## src/rtl/vdma_pkg.sv

```systemverilog
package vdma_pkg;
  localparam int unsigned ADDR_W   = 16;
  localparam int unsigned DATA_W   = 8;
  localparam int unsigned CHUNK_LG = 4;   // 16-byte chunks
  localparam int unsigned WIN_LG   = 13;  // 8 KB destination window
  localparam int unsigned CNT_W    = 7;   // chunk count field
  localparam logic [ADDR_W-1:0] WIN_BASE = 16'h8000;
  localparam logic [1:0] MODE_HBLANK = 2'd0;

  typedef enum logic [2:0] {
    RA_SRC_HI = 3'd0,
    RA_SRC_LO = 3'd1,
    RA_DST_HI = 3'd2,
    RA_DST_LO = 3'd3,
    RA_CTRL   = 3'd4
  } reg_addr_e;
endpackage

```

## src/rtl/vdma_addr_regs.sv

```systemverilog
module vdma_addr_regs
  import vdma_pkg::*;
(
  input  logic              clk_i,
  input  logic              rst_ni,
  input  logic              wr_en_i,
  input  logic [2:0]        addr_i,
  input  logic [DATA_W-1:0] wdata_i,
  input  logic              chunk_done_i,
  output logic [ADDR_W-1:0] src_o,
  output logic [WIN_LG-1:0] dst_o,
  output logic [DATA_W-1:0] rdata_o
);
  localparam int unsigned SRC_BLK_W = ADDR_W - CHUNK_LG;
  localparam int unsigned DST_BLK_W = WIN_LG - CHUNK_LG;
  localparam int unsigned LO_W      = DATA_W - CHUNK_LG;
  localparam int unsigned DHI_W     = DST_BLK_W - LO_W;

  logic [SRC_BLK_W-1:0] src_blk_q;
  logic [DST_BLK_W-1:0] dst_blk_q;

  always_ff @(posedge clk_i or negedge rst_ni) begin
    if (!rst_ni) begin
      src_blk_q <= '0;
      dst_blk_q <= '0;
    end else if (wr_en_i) begin
      unique case (addr_i)
        RA_SRC_HI: src_blk_q[SRC_BLK_W-1:LO_W] <= wdata_i;
        RA_SRC_LO: src_blk_q[LO_W-1:0]         <= wdata_i[DATA_W-1:CHUNK_LG];
        RA_DST_HI: dst_blk_q[DST_BLK_W-1:LO_W] <= wdata_i[DHI_W-1:0];
        RA_DST_LO: dst_blk_q[LO_W-1:0]         <= wdata_i[DATA_W-1:CHUNK_LG];
        default: ;
      endcase
    end else if (chunk_done_i) begin
      // write back advanced addresses, one chunk at a time
      src_blk_q <= src_blk_q + 1'b1;
      dst_blk_q <= dst_blk_q + 1'b1;
    end
  end

  assign src_o = {src_blk_q, {CHUNK_LG{1'b0}}};
  assign dst_o = {dst_blk_q, {CHUNK_LG{1'b0}}};

  always_comb begin
    unique case (addr_i)
      RA_SRC_HI: rdata_o = src_blk_q[SRC_BLK_W-1:LO_W];
      RA_SRC_LO: rdata_o = {src_blk_q[LO_W-1:0], {CHUNK_LG{1'b0}}};
      RA_DST_HI: rdata_o = DATA_W'(dst_blk_q[DST_BLK_W-1:LO_W]);
      RA_DST_LO: rdata_o = {dst_blk_q[LO_W-1:0], {CHUNK_LG{1'b0}}};
      default:   rdata_o = '0;
    endcase
  end
endmodule

```

## src/rtl/vdma_ctrl.sv

```systemverilog
module vdma_ctrl
  import vdma_pkg::*;
(
  input  logic              clk_i,
  input  logic              rst_ni,
  input  logic              reg_we_i,
  input  logic [2:0]        reg_addr_i,
  input  logic [DATA_W-1:0] reg_wdata_i,
  input  logic [1:0]        disp_mode_i,
  input  logic              busy_i,
  input  logic              chunk_done_i,
  output logic              addr_we_o,
  output logic              launch_o,
  output logic [CNT_W:0]    nchunks_o,
  output logic [DATA_W-1:0] ctrl_o
);
  logic [1:0]        mode_q;
  logic              active_q;
  logic [DATA_W-1:0] ctrl_q;
  logic wr_ctrl, sel_hb, gen_go, hb_start, hb_edge, hb_entry;

  assign addr_we_o = reg_we_i && !busy_i && (reg_addr_i != RA_CTRL);
  assign wr_ctrl   = reg_we_i && !busy_i && (reg_addr_i == RA_CTRL);
  assign sel_hb    = reg_wdata_i[DATA_W-1];
  assign hb_entry  = (disp_mode_i == MODE_HBLANK) && (mode_q != MODE_HBLANK);

  assign gen_go   = wr_ctrl && !sel_hb && !active_q;
  assign hb_start = wr_ctrl && sel_hb && (disp_mode_i == MODE_HBLANK);
  // a control write in the same cycle takes precedence over the mode edge
  assign hb_edge  = active_q && !wr_ctrl && !busy_i && hb_entry;

  assign launch_o  = gen_go || hb_start || hb_edge;
  assign nchunks_o = gen_go ? ({1'b0, reg_wdata_i[CNT_W-1:0]} + 1'b1)
                            : (CNT_W+1)'(1);
  assign ctrl_o    = ctrl_q;

  always_ff @(posedge clk_i or negedge rst_ni) begin
    if (!rst_ni) begin
      mode_q   <= MODE_HBLANK;
      active_q <= 1'b0;
      ctrl_q   <= '1;
    end else begin
      mode_q <= disp_mode_i;
      if (wr_ctrl) begin
        if (active_q || sel_hb) begin
          active_q <= sel_hb;
          ctrl_q   <= {1'b0, reg_wdata_i[CNT_W-1:0]};
        end else begin
          ctrl_q <= '1;
        end
      end else if (chunk_done_i && active_q) begin
        if (ctrl_q[CNT_W-1:0] == '0) active_q <= 1'b0;
        ctrl_q <= ctrl_q - 1'b1;  // 0x00 wraps to 0xFF: idle
      end
    end
  end
endmodule

```

## src/rtl/vdma_mover.sv

```systemverilog
module vdma_mover
  import vdma_pkg::*;
(
  input  logic              clk_i,
  input  logic              rst_ni,
  input  logic              launch_i,
  input  logic [CNT_W:0]    nchunks_i,
  input  logic [ADDR_W-1:0] src_i,
  input  logic [WIN_LG-1:0] dst_i,
  output logic              re_o,
  output logic [ADDR_W-1:0] raddr_o,
  input  logic [DATA_W-1:0] rdata_i,
  output logic              we_o,
  output logic [ADDR_W-1:0] waddr_o,
  output logic [DATA_W-1:0] wdata_o,
  output logic              chunk_done_o,
  output logic              busy_o
);
  localparam int unsigned LEFT_W = CNT_W + CHUNK_LG + 1;

  logic [LEFT_W-1:0] rd_left_q;
  logic [ADDR_W-1:0] rd_ptr_q;
  logic [WIN_LG-1:0] wr_ptr_q;
  logic [WIN_LG-1:0] wr_addr_q;
  logic              wr_pend_q;

  assign re_o    = (rd_left_q != '0);
  assign raddr_o = rd_ptr_q;

  always_ff @(posedge clk_i or negedge rst_ni) begin
    if (!rst_ni) begin
      rd_left_q <= '0;
      rd_ptr_q  <= '0;
      wr_ptr_q  <= '0;
      wr_addr_q <= '0;
      wr_pend_q <= 1'b0;
    end else begin
      if (launch_i) begin
        rd_left_q <= LEFT_W'(nchunks_i) << CHUNK_LG;
        rd_ptr_q  <= src_i;
        wr_ptr_q  <= dst_i;
      end else if (re_o) begin
        rd_left_q <= rd_left_q - 1'b1;
        rd_ptr_q  <= rd_ptr_q + 1'b1;
        wr_ptr_q  <= wr_ptr_q + 1'b1;
      end
      wr_pend_q <= re_o;
      if (re_o) wr_addr_q <= wr_ptr_q;
    end
  end

  assign we_o         = wr_pend_q;
  assign waddr_o      = WIN_BASE | {{(ADDR_W-WIN_LG){1'b0}}, wr_addr_q};
  assign wdata_o      = rdata_i;
  assign chunk_done_o = wr_pend_q && (&wr_addr_q[CHUNK_LG-1:0]);
  assign busy_o       = re_o || wr_pend_q;
endmodule

```

## src/rtl/vdma_top.sv

```systemverilog
module vdma_top
  import vdma_pkg::*;
(
  input  logic              clk_i,
  input  logic              rst_ni,
  input  logic              reg_we_i,
  input  logic [2:0]        reg_addr_i,
  input  logic [DATA_W-1:0] reg_wdata_i,
  output logic [DATA_W-1:0] reg_rdata_o,
  input  logic [1:0]        disp_mode_i,
  output logic              mem_re_o,
  output logic [ADDR_W-1:0] mem_raddr_o,
  input  logic [DATA_W-1:0] mem_rdata_i,
  output logic              mem_we_o,
  output logic [ADDR_W-1:0] mem_waddr_o,
  output logic [DATA_W-1:0] mem_wdata_o,
  output logic              busy_o
);
  logic              addr_we, launch, chunk_done;
  logic [CNT_W:0]    nchunks;
  logic [ADDR_W-1:0] src;
  logic [WIN_LG-1:0] dst;
  logic [DATA_W-1:0] addr_rdata, ctrl_val;

  vdma_ctrl i_ctrl (
    .clk_i        (clk_i),
    .rst_ni       (rst_ni),
    .reg_we_i     (reg_we_i),
    .reg_addr_i   (reg_addr_i),
    .reg_wdata_i  (reg_wdata_i),
    .disp_mode_i  (disp_mode_i),
    .busy_i       (busy_o),
    .chunk_done_i (chunk_done),
    .addr_we_o    (addr_we),
    .launch_o     (launch),
    .nchunks_o    (nchunks),
    .ctrl_o       (ctrl_val)
  );

  vdma_addr_regs i_addr_regs (
    .clk_i        (clk_i),
    .rst_ni       (rst_ni),
    .wr_en_i      (addr_we),
    .addr_i       (reg_addr_i),
    .wdata_i      (reg_wdata_i),
    .chunk_done_i (chunk_done),
    .src_o        (src),
    .dst_o        (dst),
    .rdata_o      (addr_rdata)
  );

  vdma_mover i_mover (
    .clk_i        (clk_i),
    .rst_ni       (rst_ni),
    .launch_i     (launch),
    .nchunks_i    (nchunks),
    .src_i        (src),
    .dst_i        (dst),
    .re_o         (mem_re_o),
    .raddr_o      (mem_raddr_o),
    .rdata_i      (mem_rdata_i),
    .we_o         (mem_we_o),
    .waddr_o      (mem_waddr_o),
    .wdata_o      (mem_wdata_o),
    .chunk_done_o (chunk_done),
    .busy_o       (busy_o)
  );

  assign reg_rdata_o = (reg_addr_i == RA_CTRL) ? ctrl_val : addr_rdata;
endmodule

```

## config.mk

```make
export PLATFORM = sky130hd
export DESIGN_NAME = vdma_top
export DESIGN_NICKNAME = d
export VERILOG_FILES = /design/src/rtl/vdma_pkg.sv /design/src/rtl/vdma_addr_regs.sv /design/src/rtl/vdma_ctrl.sv /design/src/rtl/vdma_mover.sv /design/src/rtl/vdma_top.sv
export SDC_FILE = /design/constraint.sdc
export NUM_CORES = 1
export LEC_CHECK = 0
export ABC_CLOCK_PERIOD_IN_PS = 2920
export BUFFER_PORTS_ARGS = -buffer_cell sky130_fd_sc_hd__buf_2
export CAP_MARGIN = 20
export CORE_MARGIN = 2
export CORE_UTILIZATION = 30
export DETAILED_ROUTE_END_ITERATION = 6
export HOLD_SLACK_MARGIN = 0.1
export SLEW_MARGIN = 20
export SYNTH_ARGS = -nofsm -noshare
export SYNTH_HDL_FRONTEND = slang
export SYNTH_SLANG_ARGS = --single-unit
export TNS_END_PERCENT = 30
```

## constraint.sdc

```tcl
create_clock -name clk_i -period 2.92 [get_ports clk_i]
set_input_delay 0.292 -clock clk_i [delete_from_list [all_inputs] [get_ports clk_i]]
set_output_delay 0.292 -clock clk_i [all_outputs]
set_load 0.02 [all_outputs]
```

Word level (Yosys, flattened, before mapping)
Index checks and enable logic that the tools add are counted.
{ "word_totals": {"reg_bits": 87, "output_inout_bits": 51, "elab_cells": 89} }
{ "op_classes": {"add_sub_neg": 7, "eq_ne": 10, "mux": 24, "n_reduce_logical": 36} }
{ "op_table": {"columns": ["op", "count"], "rows": [
  ["12-bit 2-to-1 mux", 4],
  ["8-bit 2-to-1 mux", 6],
  ["16-bit 2-to-1 mux", 2],
  ["8-bit case mux with 4 select lines", 1],
  ["13-bit 2-to-1 mux", 2],
  ["9-bit 2-to-1 mux", 2],
  ["16-bit by 1-bit adder with 16-bit output (second input constant)", 1],
  ["13-bit by 1-bit adder with 13-bit output (second input constant)", 1],
  ["1-bit logical AND", 13],
  ["12-bit by 1-bit adder with 12-bit output (second input constant)", 1],
  ["12-bit nonzero test", 1],
  ["12-bit by 1-bit subtractor with 12-bit output (second input constant)", 1],
  ["2-bit nonzero test", 5],
  ["9-bit by 1-bit adder with 9-bit output (second input constant)", 1],
  ["7-bit by 1-bit adder with 8-bit output (second input constant)", 1],
  ["4-bit 2-to-1 mux", 2],
  ["2-bit by 1-bit != test with 1-bit output (second input constant)", 4],
  ["2-bit AND reduction", 4],
  ["8-bit by 1-bit subtractor with 8-bit output (second input constant)", 1],
  ["7-bit zero test", 1],
  ["3-bit by 2-bit == test with 1-bit output (second input constant)", 2],
  ["5-bit 2-to-1 mux", 1],
  ["1-bit zero test", 4],
  ["1-bit logical OR", 4],
  ["other kinds (9)", 12]
]} }

Depth between registers and ports, before layout
Gate-level depths: netlist of run 1.
{ "logic_depth": {"word_depth": 11, "ltp_mapped": 10, "depth_no_buf": 8} }

Hierarchy
Synthesis of run 1 repeated with hierarchy kept, for this count alone.
{ "hier_totals": {"cells_unflattened": 628, "area_unflattened_um2": 5599.1} }
{ "by_module_without_submodules": {"columns": ["mod", "n_inst", "cells_per_inst", "area_each_um2", "seq_area_each_um2"], "rows": [
  ["vdma_mover", 1, 353, 3153.0, 1376.3],
  ["vdma_addr_regs", 1, 179, 1577.8, 525.5],
  ["vdma_ctrl", 1, 87, 759.5, 285.3],
  ["vdma_top", 1, 9, 108.9, 0.0]
]} }

Worst setup path before layout of run 1
No wires, ideal clock.
{ "synth_path": {"path_type": "register -> register", "start": "reg i_mover.rd_left_q[0]", "end": "reg i_mover.wr_addr_q[10]", "setup_time_ps": 118, "arrival_ps": 2289, "required_time_ps": 2802, "slack_ps": 513, "path_stages_with_launch": 11, "n_path_buf": 3, "path_cell_list": "dfrtp_1 -> inv_1 -> ha_1 -> or4b_1 -> nor4_4 -> inv_2 -> buf_6 -> clkbuf_1 -> buf_1 -> nand2_1 -> nand2_1"} }
{ "synth_between": {"elab_chain_cells": 1} }
{ "synth_lines": {"columns": ["element", "line_no", "source"], "rows": [
  ["from (decl)", "vdma_mover.sv:21", "logic [LEFT_W-1:0] rd_left_q;"],
  ["from (signal assigned)", "vdma_mover.sv:39", "rd_left_q <= LEFT_W'(nchunks_i) << CHUNK_LG;"],
  ["from (signal assigned)", "vdma_mover.sv:43", "rd_left_q <= rd_left_q - 1'b1;"],
  ["12-bit nonzero test", "vdma_mover.sv:27", "assign re_o = (rd_left_q != '0);"],
  ["net mem_re_o", "vdma_top.sv:11", "output logic mem_re_o,"],
  ["to (signal assigned)", "vdma_mover.sv:48", "if (re_o) wr_addr_q <= wr_ptr_q;"],
  ["to (decl)", "vdma_mover.sv:24", "logic [WIN_LG-1:0] wr_addr_q;"]
]} }
The timed path passes the listed nets, and every way through them passes these cells.
A chain may end at the register's enable or synchronous reset.

Worst setup path after layout of run 1
{ "layout_path": {"start": "reg i_mover.rd_left_q[0]", "end": "out mem_re_o"} }
{ "layout_between": {"elab_chain_cells": 1} }
{ "layout_lines": {"columns": ["element", "line_no"], "rows": [
  ["12-bit nonzero test", "vdma_mover.sv:27"],
  ["to (decl)", "vdma_top.sv:11"]
]} }
Every way passes these cells.

==> parameters.txt, run 1 <==
Parameter                              Value

Run status
  Outcome    finished, final reports clean

Placement
  Instance area after placement    0.00554 mm²
  Placer Congestion    0.919
  Pre-CTS setup slack    245 ps
  PortBufs    55
  HPWL after detailed placement    10.9 mm

Final layout
  Number of nets in the final layout    652
  Syn-to-layout area delta    15.6%
  Highest-count cells in the layout ignoring fill and taps    sky130_fd_sc_hd__dfrtp_1, sky130_fd_sc_hd__nand2_1, sky130_fd_sc_hd__nor2_1
  Post-layout utilization of the core    0.355
  Antenna fix cells    0
  Filler instances    1724
  Share of final-layout standard cells stronger than drive strength 1    0.171
  Design area    0.00586 mm²
  Most common cell after layout, fill and taps aside    sky130_fd_sc_hd__dfrtp_1

Logic synthesis
  Portion of netlist area occupied by mux cells    0.0217
  Cell type with the largest total area after synthesis    sky130_fd_sc_hd__dfrtp_1
  Most instantiated flip-flop cell in the synthesis netlist    sky130_fd_sc_hd__dfrtp_1
  Sequential share of the synthesized area    0.431
  Synth area leaders    sky130_fd_sc_hd__dfrtp_1, sky130_fd_sc_hd__a21oi_1, sky130_fd_sc_hd__nand2_1, sky130_fd_sc_hd__nor2_1, sky130_fd_sc_hd__dfstp_2
  Flip-flop and latch count after synthesis    87
  Netlist area before placement    0.00507 mm²
  Synthesized-area fraction occupied by and/or/nand/nor cells    0.228
  Share of the synthesized area in the top cell type    0.390
  Count of flip-flops with a built-in enable after synthesis    0
  Main combinational cell family by area after synthesis    simple AND/OR/NAND/NOR gates
  Number of warnings reported in the yosys synthesis log    0
  Xor/xnor share of the synthesized area    0.0501
  Number of library cell types mapped by synthesis    62
  Avg Inst Size Synth    8.79 µm²
  Arithmetic-cell share of the synthesized area counting full adders, half adders and majority gates    0.0197
  Synth async-reset ratio    1.00
  Post-synthesis compound-gate area fraction    0.194
  Number of standard cells after synthesis    577

Global route
  GRT Total Usage    0.170
  Global-route wire length before repair    24.0 mm
  Total congestion overflow    0
  Antenna violations before repair    0
  Largest net degree at the start of global routing    50
  Number of global-route vias before repair    4508

Floorplan
  Floorplan die width    134 µm
  Number of top-level pins    75
  Total Die Area    0.0180 mm²
  Die Ht    134 µm
  Rows    47
  Initial cell density of the core    0.307
  Area of the core    0.0165 mm²

STA
  Tightest Pin Transition    824 ps
  Hold Violations, Final    0
  Number of pins with negative max-slew slack in the final report    0
  Relative slew slack    0.444
  Final worst-path cycle share    0.948
  RSZ-0062 raised after global routing    true
  Setup ws final    151 ps
  Final count of negative-setup-slack endpoints    0
  Maximum operating frequency    361 MHz
  Maximum clock skew at final layout    12.4 ps
  Final critical delay including setup and external delays    2770 ps

Power and ir drop
  Worst VDD drop    287 µV
  Part of the power in combinational logic    0.062
  Net switching power    604 µW
  Fraction of power spent switching nets    0.236
  Sequential fraction of design power    0.492
  Leak    0.00243 µW
  Cell Int Power    1950 µW
  Power per cell area    436 mW/mm²
  Clock Power Share    0.446

Worst setup path
  Worst-path fanout max    43
  Data arrival time at the worst-slack endpoint    2480 ps
  Element type at the critical path end    output pin
  Required time of the critical path    2630 ps
  End of the worst register-to-register path    i_addr_regs.dst_blk_q[2]$_DFFE_PN0P_
  Critical register-to-register path startpoint    i_mover.rd_left_q[0]$_DFFE_PN0P_
  Type of the worst setup path    flop to output pin
  R2r setup slk    230 ps
  Critical Path Start Type    flop
  Register-to-Register Path Depth    8

Worst hold path
  Startpoint of the lowest-slack hold path    reg_wdata_i[7]
  Hold Path Sink    i_ctrl.active_q$_DFFE_PN0P_
  Hold crit path type    input pin to flop
  Depth of the worst hold-timing path    3

Job
  Maximum Capacitance Violations    0

Clock tree
  Num Clock Sinks    87
  Maximum buffer depth of the clock tree    2
  H-tree levels    3
  Buffer type at the clock tree root    sky130_fd_sc_hd__clkbuf_16
  Clock latency of the later-clocked register in the worst-skew pair    350 ps
  Number of buffers created by CTS    9
  Clock tree from TritonCTS    yes
  Clock transition at path regs    60 ps

Route
  Number of antenna-violating nets in the routed design    0
  Total Routed Length    14.9 mm
  Total number of vias    4640
  First drt pass iteration count    5
  Number of design rule violations left after detail routing    0
  Routed via count divided by cell count    5.49
  WL/cell    17.6 µm
  Initial DRC Count    332
[sequential cells by signal (all words and copies together) (netlist names), 2 cells and up]
signal / cells
i_addr_regs.src_blk_q: 12
i_ctrl.ctrl_o: 8
i_mover.wr_ptr_q: 13
i_mover.wr_addr_q: 13
i_ctrl.mode_q: 2
i_mover.raddr_o: 16
i_addr_regs.dst_blk_q: 9
i_mover.rd_left_q: 12
[through the flow]
step,power [µW],setup TNS [ps],hold WS (ps),cells
floorplan,1360,0,-3.59,578
global placement,1430,0,366,826
global route,2650,-17.6,255,845
detailed placement,1440,0,373,826
finish,2560,0,250,845
CTS,2580,0,229,845
[cell type report]
type,count,area (µm²),area share
repair buffers,74,444,0.0757
flip-flops and latches,87,2190,0.373
multi-input cells,435,2620,0.446
clock buffers,16,292,0.0497
inverters,13,48.8,0.00832
well taps,220,275,0.0469
[power groups by stage]
stage,Combinational [µW],Clock [µW],Sequential [µW]
floorplan,99.3,0,1260
global placement,156,0,1280
detailed placement,158,0,1280
CTS,162,1160,1260
global route,177,1210,1260
finish,159,1140,1260
[repair_timing]
action	in CTS	in global routing
endpoints found under the hold margin	49	0
hold buffers	3	0
setup buffers	0	0
gates resized for setup	0	1
setup endpoints to repair	0	2
[worst max-delay path, cell delays in order, from the launching register on]
cell                      delay [ps]
sky130_fd_sc_hd__dfrtp_1         410
sky130_fd_sc_hd__inv_1            90
sky130_fd_sc_hd__ha_1            180
sky130_fd_sc_hd__or4b_1          480
sky130_fd_sc_hd__nor4_4          290
sky130_fd_sc_hd__inv_2           210
sky130_fd_sc_hd__buf_6           260
sky130_fd_sc_hd__buf_2           200
[synth_stat cells, types with 4 or more instances]
cell type / number
sky130_fd_sc_hd__dfrtp_1: 79
sky130_fd_sc_hd__nand2_1: 65
sky130_fd_sc_hd__nor2_1: 59
sky130_fd_sc_hd__a21oi_1: 51
sky130_fd_sc_hd__nand3_1: 31
sky130_fd_sc_hd__xnor2_1: 20
sky130_fd_sc_hd__clkbuf_1: 19
sky130_fd_sc_hd__nor3_1: 19
sky130_fd_sc_hd__a31oi_1: 18
sky130_fd_sc_hd__and3_1: 14
sky130_fd_sc_hd__o21ai_0: 14
sky130_fd_sc_hd__o22a_1: 13
sky130_fd_sc_hd__buf_4: 12
sky130_fd_sc_hd__inv_1: 12
sky130_fd_sc_hd__mux2i_1: 11
sky130_fd_sc_hd__nand4_1: 10
sky130_fd_sc_hd__xor2_1: 9
sky130_fd_sc_hd__dfstp_2: 8
sky130_fd_sc_hd__ha_1: 8
sky130_fd_sc_hd__o22ai_1: 7
sky130_fd_sc_hd__and4_1: 6
sky130_fd_sc_hd__buf_2: 6
sky130_fd_sc_hd__buf_1: 5
sky130_fd_sc_hd__o221a_2: 5
sky130_fd_sc_hd__or3_1: 5
sky130_fd_sc_hd__a41oi_1: 4
sky130_fd_sc_hd__nand2b_1: 4
sky130_fd_sc_hd__nand3b_1: 4
sky130_fd_sc_hd__nor2b_1: 4
sky130_fd_sc_hd__o32ai_1: 4
[layer usage]
| layer | up-vias | GRT usage | wire, µm |
|---|---|---|---|
| met5 | - | 0 | 0 |
| met4 | 0 | 0.0836 | 437 |
| met3 | 34 | 0.0261 | 939 |
| met2 | 183 | 0.269 | 6860 |
| met1 | 2238 | 0.229 | 6630 |
| li1 | 2185 | - | - |
[worst max-delay path by stage]
stage | slack [ps] | end | from
3_5_place_dp | 250 | i_addr_regs.dst_blk_q[2]$_DFFE_PN0P_ | i_mover.rd_left_q[0]$_DFFE_PN0P_
2_1_floorplan | 510 | i_mover.wr_addr_q[10]$_DFFE_PN0P_ | i_mover.rd_left_q[0]$_DFFE_PN0P_
4_1_cts | 70 | mem_re_o | i_mover.rd_left_q[0]$_DFFE_PN0P_
3_3_place_gp | 320 | i_addr_regs.dst_blk_q[2]$_DFFE_PN0P_ | i_mover.rd_left_q[0]$_DFFE_PN0P_
5_1_grt | -10 | mem_re_o | i_mover.rd_left_q[1]$_DFFE_PN0P_
6_report | 150 | mem_re_o | i_mover.rd_left_q[0]$_DFFE_PN0P_
[cells by family after synthesis]
logic type,Yosys count
compound gates,148
fa+ha+maj,8
simple gates,236
buf+inv,56
other cells,2
flops,87
xor+xnor,29
mux,11
Note: power is estimated with default switching activity, not from simulation.
==> run 2, diff against run 1 <==
- CORE_UTILIZATION: 30 -> 45
- PLACE_DENSITY: not set -> 0.65
==> parameters.txt, run 2 (synthesis results as in run 1) <==
Parameter                              Value

Placement
  Cell Count Post-Placement    742 (-10%)
  HPWL after detailed placement    10.1 mm (-7.0%)
  Pre-CTS setup slack    213 ps (-32.2 ps)
  Placer Congestion    1.02 (+11%)
  PortBufs    55 (unchanged)

STA
  Final critical delay including setup and external delays    2790 ps (+25.4 ps)
  Hold Violations, Final    0 (unchanged)
  Relative slew slack    0.462 (+0.0178)
  Final count of negative-setup-slack endpoints    0 (unchanged)
  Setup ws final    126 ps (-25.4 ps)
  Maximum clock skew at final layout    13.6 ps (+1.19 ps)
  Tightest Pin Transition    797 ps (-26.4 ps)
  Maximum operating frequency    358 MHz (-0.91%)
  Final worst-path cycle share    0.957 (+0.00868)
  Number of pins with negative max-slew slack in the final report    0 (unchanged)

Power and ir drop
  Leak    0.00243 µW (about the same)
  Worst VDD drop    351 µV (+22%)
  Power per cell area    443 mW/mm² (+1.6%)

Floorplan
  Rows    38 (-19%)
  Number of top-level pins    75 (unchanged)
  Total Die Area    0.0121 mm² (-32%)
  Area of the core    0.0109 mm² (-34%)
  Floorplan die width    110 µm (-18%)
  Die Ht    110 µm (-18%)
  Initial cell density of the core    0.464 (+0.157)

Global route
  Global-route wire length before repair    23.1 mm (-3.4%)
  Total congestion overflow    0 (unchanged)
  GRT Total Usage    0.249 (+0.0787)
  Largest net degree at the start of global routing    88 (+76%)
  Number of global-route vias before repair    4444 (-1.4%)
  Antenna violations before repair    0 (unchanged)

Worst setup path
  Worst path max stage delay    490 ps (about the same)
  Required time of the critical path    2630 ps (about the same)
  Type of the worst setup path    flop to output pin
  R2r setup slk    220 ps (about the same)
  Worst setup path startpoint    i_mover.rd_left_q[0]$_DFFE_PN0P_
  Critical register-to-register path startpoint    i_mover.rd_left_q[0]$_DFFE_PN0P_
  Critical Path Start Type    flop
  Worst path cell trace    inv_1, ha_1, or4b_1, nor4_4, inv_4, buf_4, buf_2
  Data arrival time at the worst-slack endpoint    2500 ps (+20 ps)
  Crit-path slowest cell    sky130_fd_sc_hd__or4b_1
  Element type at the critical path end    output pin
  Worst-path fanout max    30 (-30%)

Final layout
  Syn-to-layout area delta    13.4%
  Number of nets in the final layout    650 (-0.31%)
  Highest-count cells in the layout ignoring fill and taps    sky130_fd_sc_hd__dfrtp_1, sky130_fd_sc_hd__nand2_1, sky130_fd_sc_hd__nor2_1
  Most common cell after layout, fill and taps aside    sky130_fd_sc_hd__dfrtp_1
  Layout Cells excl Fill    763 (-9.7%)
  Antenna fix cells    0 (unchanged)
  Share of final-layout standard cells stronger than drive strength 1    0.173 (+0.00215)
  Max FFs per register    16 (unchanged)
  Post-layout utilization of the core    0.526 (+0.171)

Clock tree
  H-tree levels    3 (unchanged)
  Num Clock Sinks    87 (unchanged)
  Maximum buffer depth of the clock tree    2 (unchanged)
  Number of buffers created by CTS    9 (unchanged)
  Buffer type at the clock tree root    sky130_fd_sc_hd__clkbuf_16
  Clock latency of the later-clocked register in the worst-skew pair    350 ps (about the same)
  Clock transition at path regs    70 ps (about the same)
  Clock tree from TritonCTS    yes

Route
  Initial DRC Count    551 (+66%)
  WL/cell    18.8 µm (+7.0%)
  Number of antenna-violating nets in the routed design    0 (unchanged)
  First drt pass iteration count    5 (unchanged)
  Total Routed Length    14.4 mm (-3.4%)
  Total number of vias    4690 (+1.1%)
  Number of design rule violations left after detail routing    0 (unchanged)
  Routed via count divided by cell count    6.15 (+12%)

Job
  Maximum Capacitance Violations    0 (unchanged)

Worst hold path
  Hold crit path type    input pin to flop
  Startpoint of the lowest-slack hold path    reg_wdata_i[7]

Run status
  Outcome    finished, final reports clean
[run 2: per-stage QoR]
stage | total power (µW) | area [µm²] | hold WS [ps] | TNS, ps
finish | 2550 | 5750 | 265 | 0
floorplan | 1360 | 5070 | -3.59 | 0
CTS | 2560 | 5720 | 213 | 0
detailed placement | 1430 | 5410 | 443 | 0
global route | 2640 | 5750 | 274 | -32.0
global placement | 1430 | 5410 | 440 | 0
[run 2: worst max-delay path, delay by kind of cell, from the launching register on]
| kind | cells | cell delay (ps) |
|---|---|---|
| adder cells (fa/ha/maj) | 1 | 160 |
| buffers and inverters | 4 | 770 |
| flip-flops | 1 | 410 |
| AND/OR/NAND/NOR | 2 | 800 |
[run 2: final cells by class]
| class | instances | area [µm²] |
|---|---|---|
| Fill cell | 1051 | 5180 |
| Clock inverter | 7 | 61.3 |
| Clock buffer | 9 | 225 |
| Inverter | 13 | 51.3 |
| Sequential cell | 87 | 2190 |
| Multi-Input combinational cell | 435 | 2620 |
| Timing Repair Buffer | 72 | 429 |
| Tap cell | 140 | 175 |
[run 2: per-layer routing]
layer,global-route usage,share of wire,wire length (µm),vias to the layer above
met5,0,0,0,-
met4,0.113,0.034,482,0
met3,0.0470,0.063,902,41
met2,0.381,0.46,6640,208
met1,0.343,0.44,6340,2262
li1,-,-,-,2179
[run 2: path summary, 6_finish.rpt]
kind | endpoint | cells past startpoint
min in group asynchronous | i_mover.rd_left_q[3]$_DFFE_PN0P_ | 2
max in group asynchronous | i_mover.raddr_o[13]$_DFFE_PN0P_ | 2
hold / removal | i_ctrl.active_q$_DFFE_PN0P_ | 3
setup reg to reg | i_addr_regs.dst_blk_q[4]$_DFFE_PN0P_ | 9
hold reg to reg | i_mover.wr_addr_q[7]$_DFFE_PN0P_ | 2
setup / recovery | mem_re_o | 7
[run 2: power breakdown]
part | switching (µW) | leakage, µW | internal [µW]
Sequential | 29.2 | 0.00101 | 1220
Clock | 541 | 0.000135 | 595
Combinational | 106 | 0.00128 | 53.8
Total | 676 | 0.00243 | 1870
[run 2: timing repair]
item                                    4_1_cts  5_1_grt
hold endpoints to repair                      2       53
endpoints found under the setup margin        1        3
hold buffers                                  2        1
setup buffers                                 0        2
pin swaps                                     0        1
gates resized for setup                       1        1
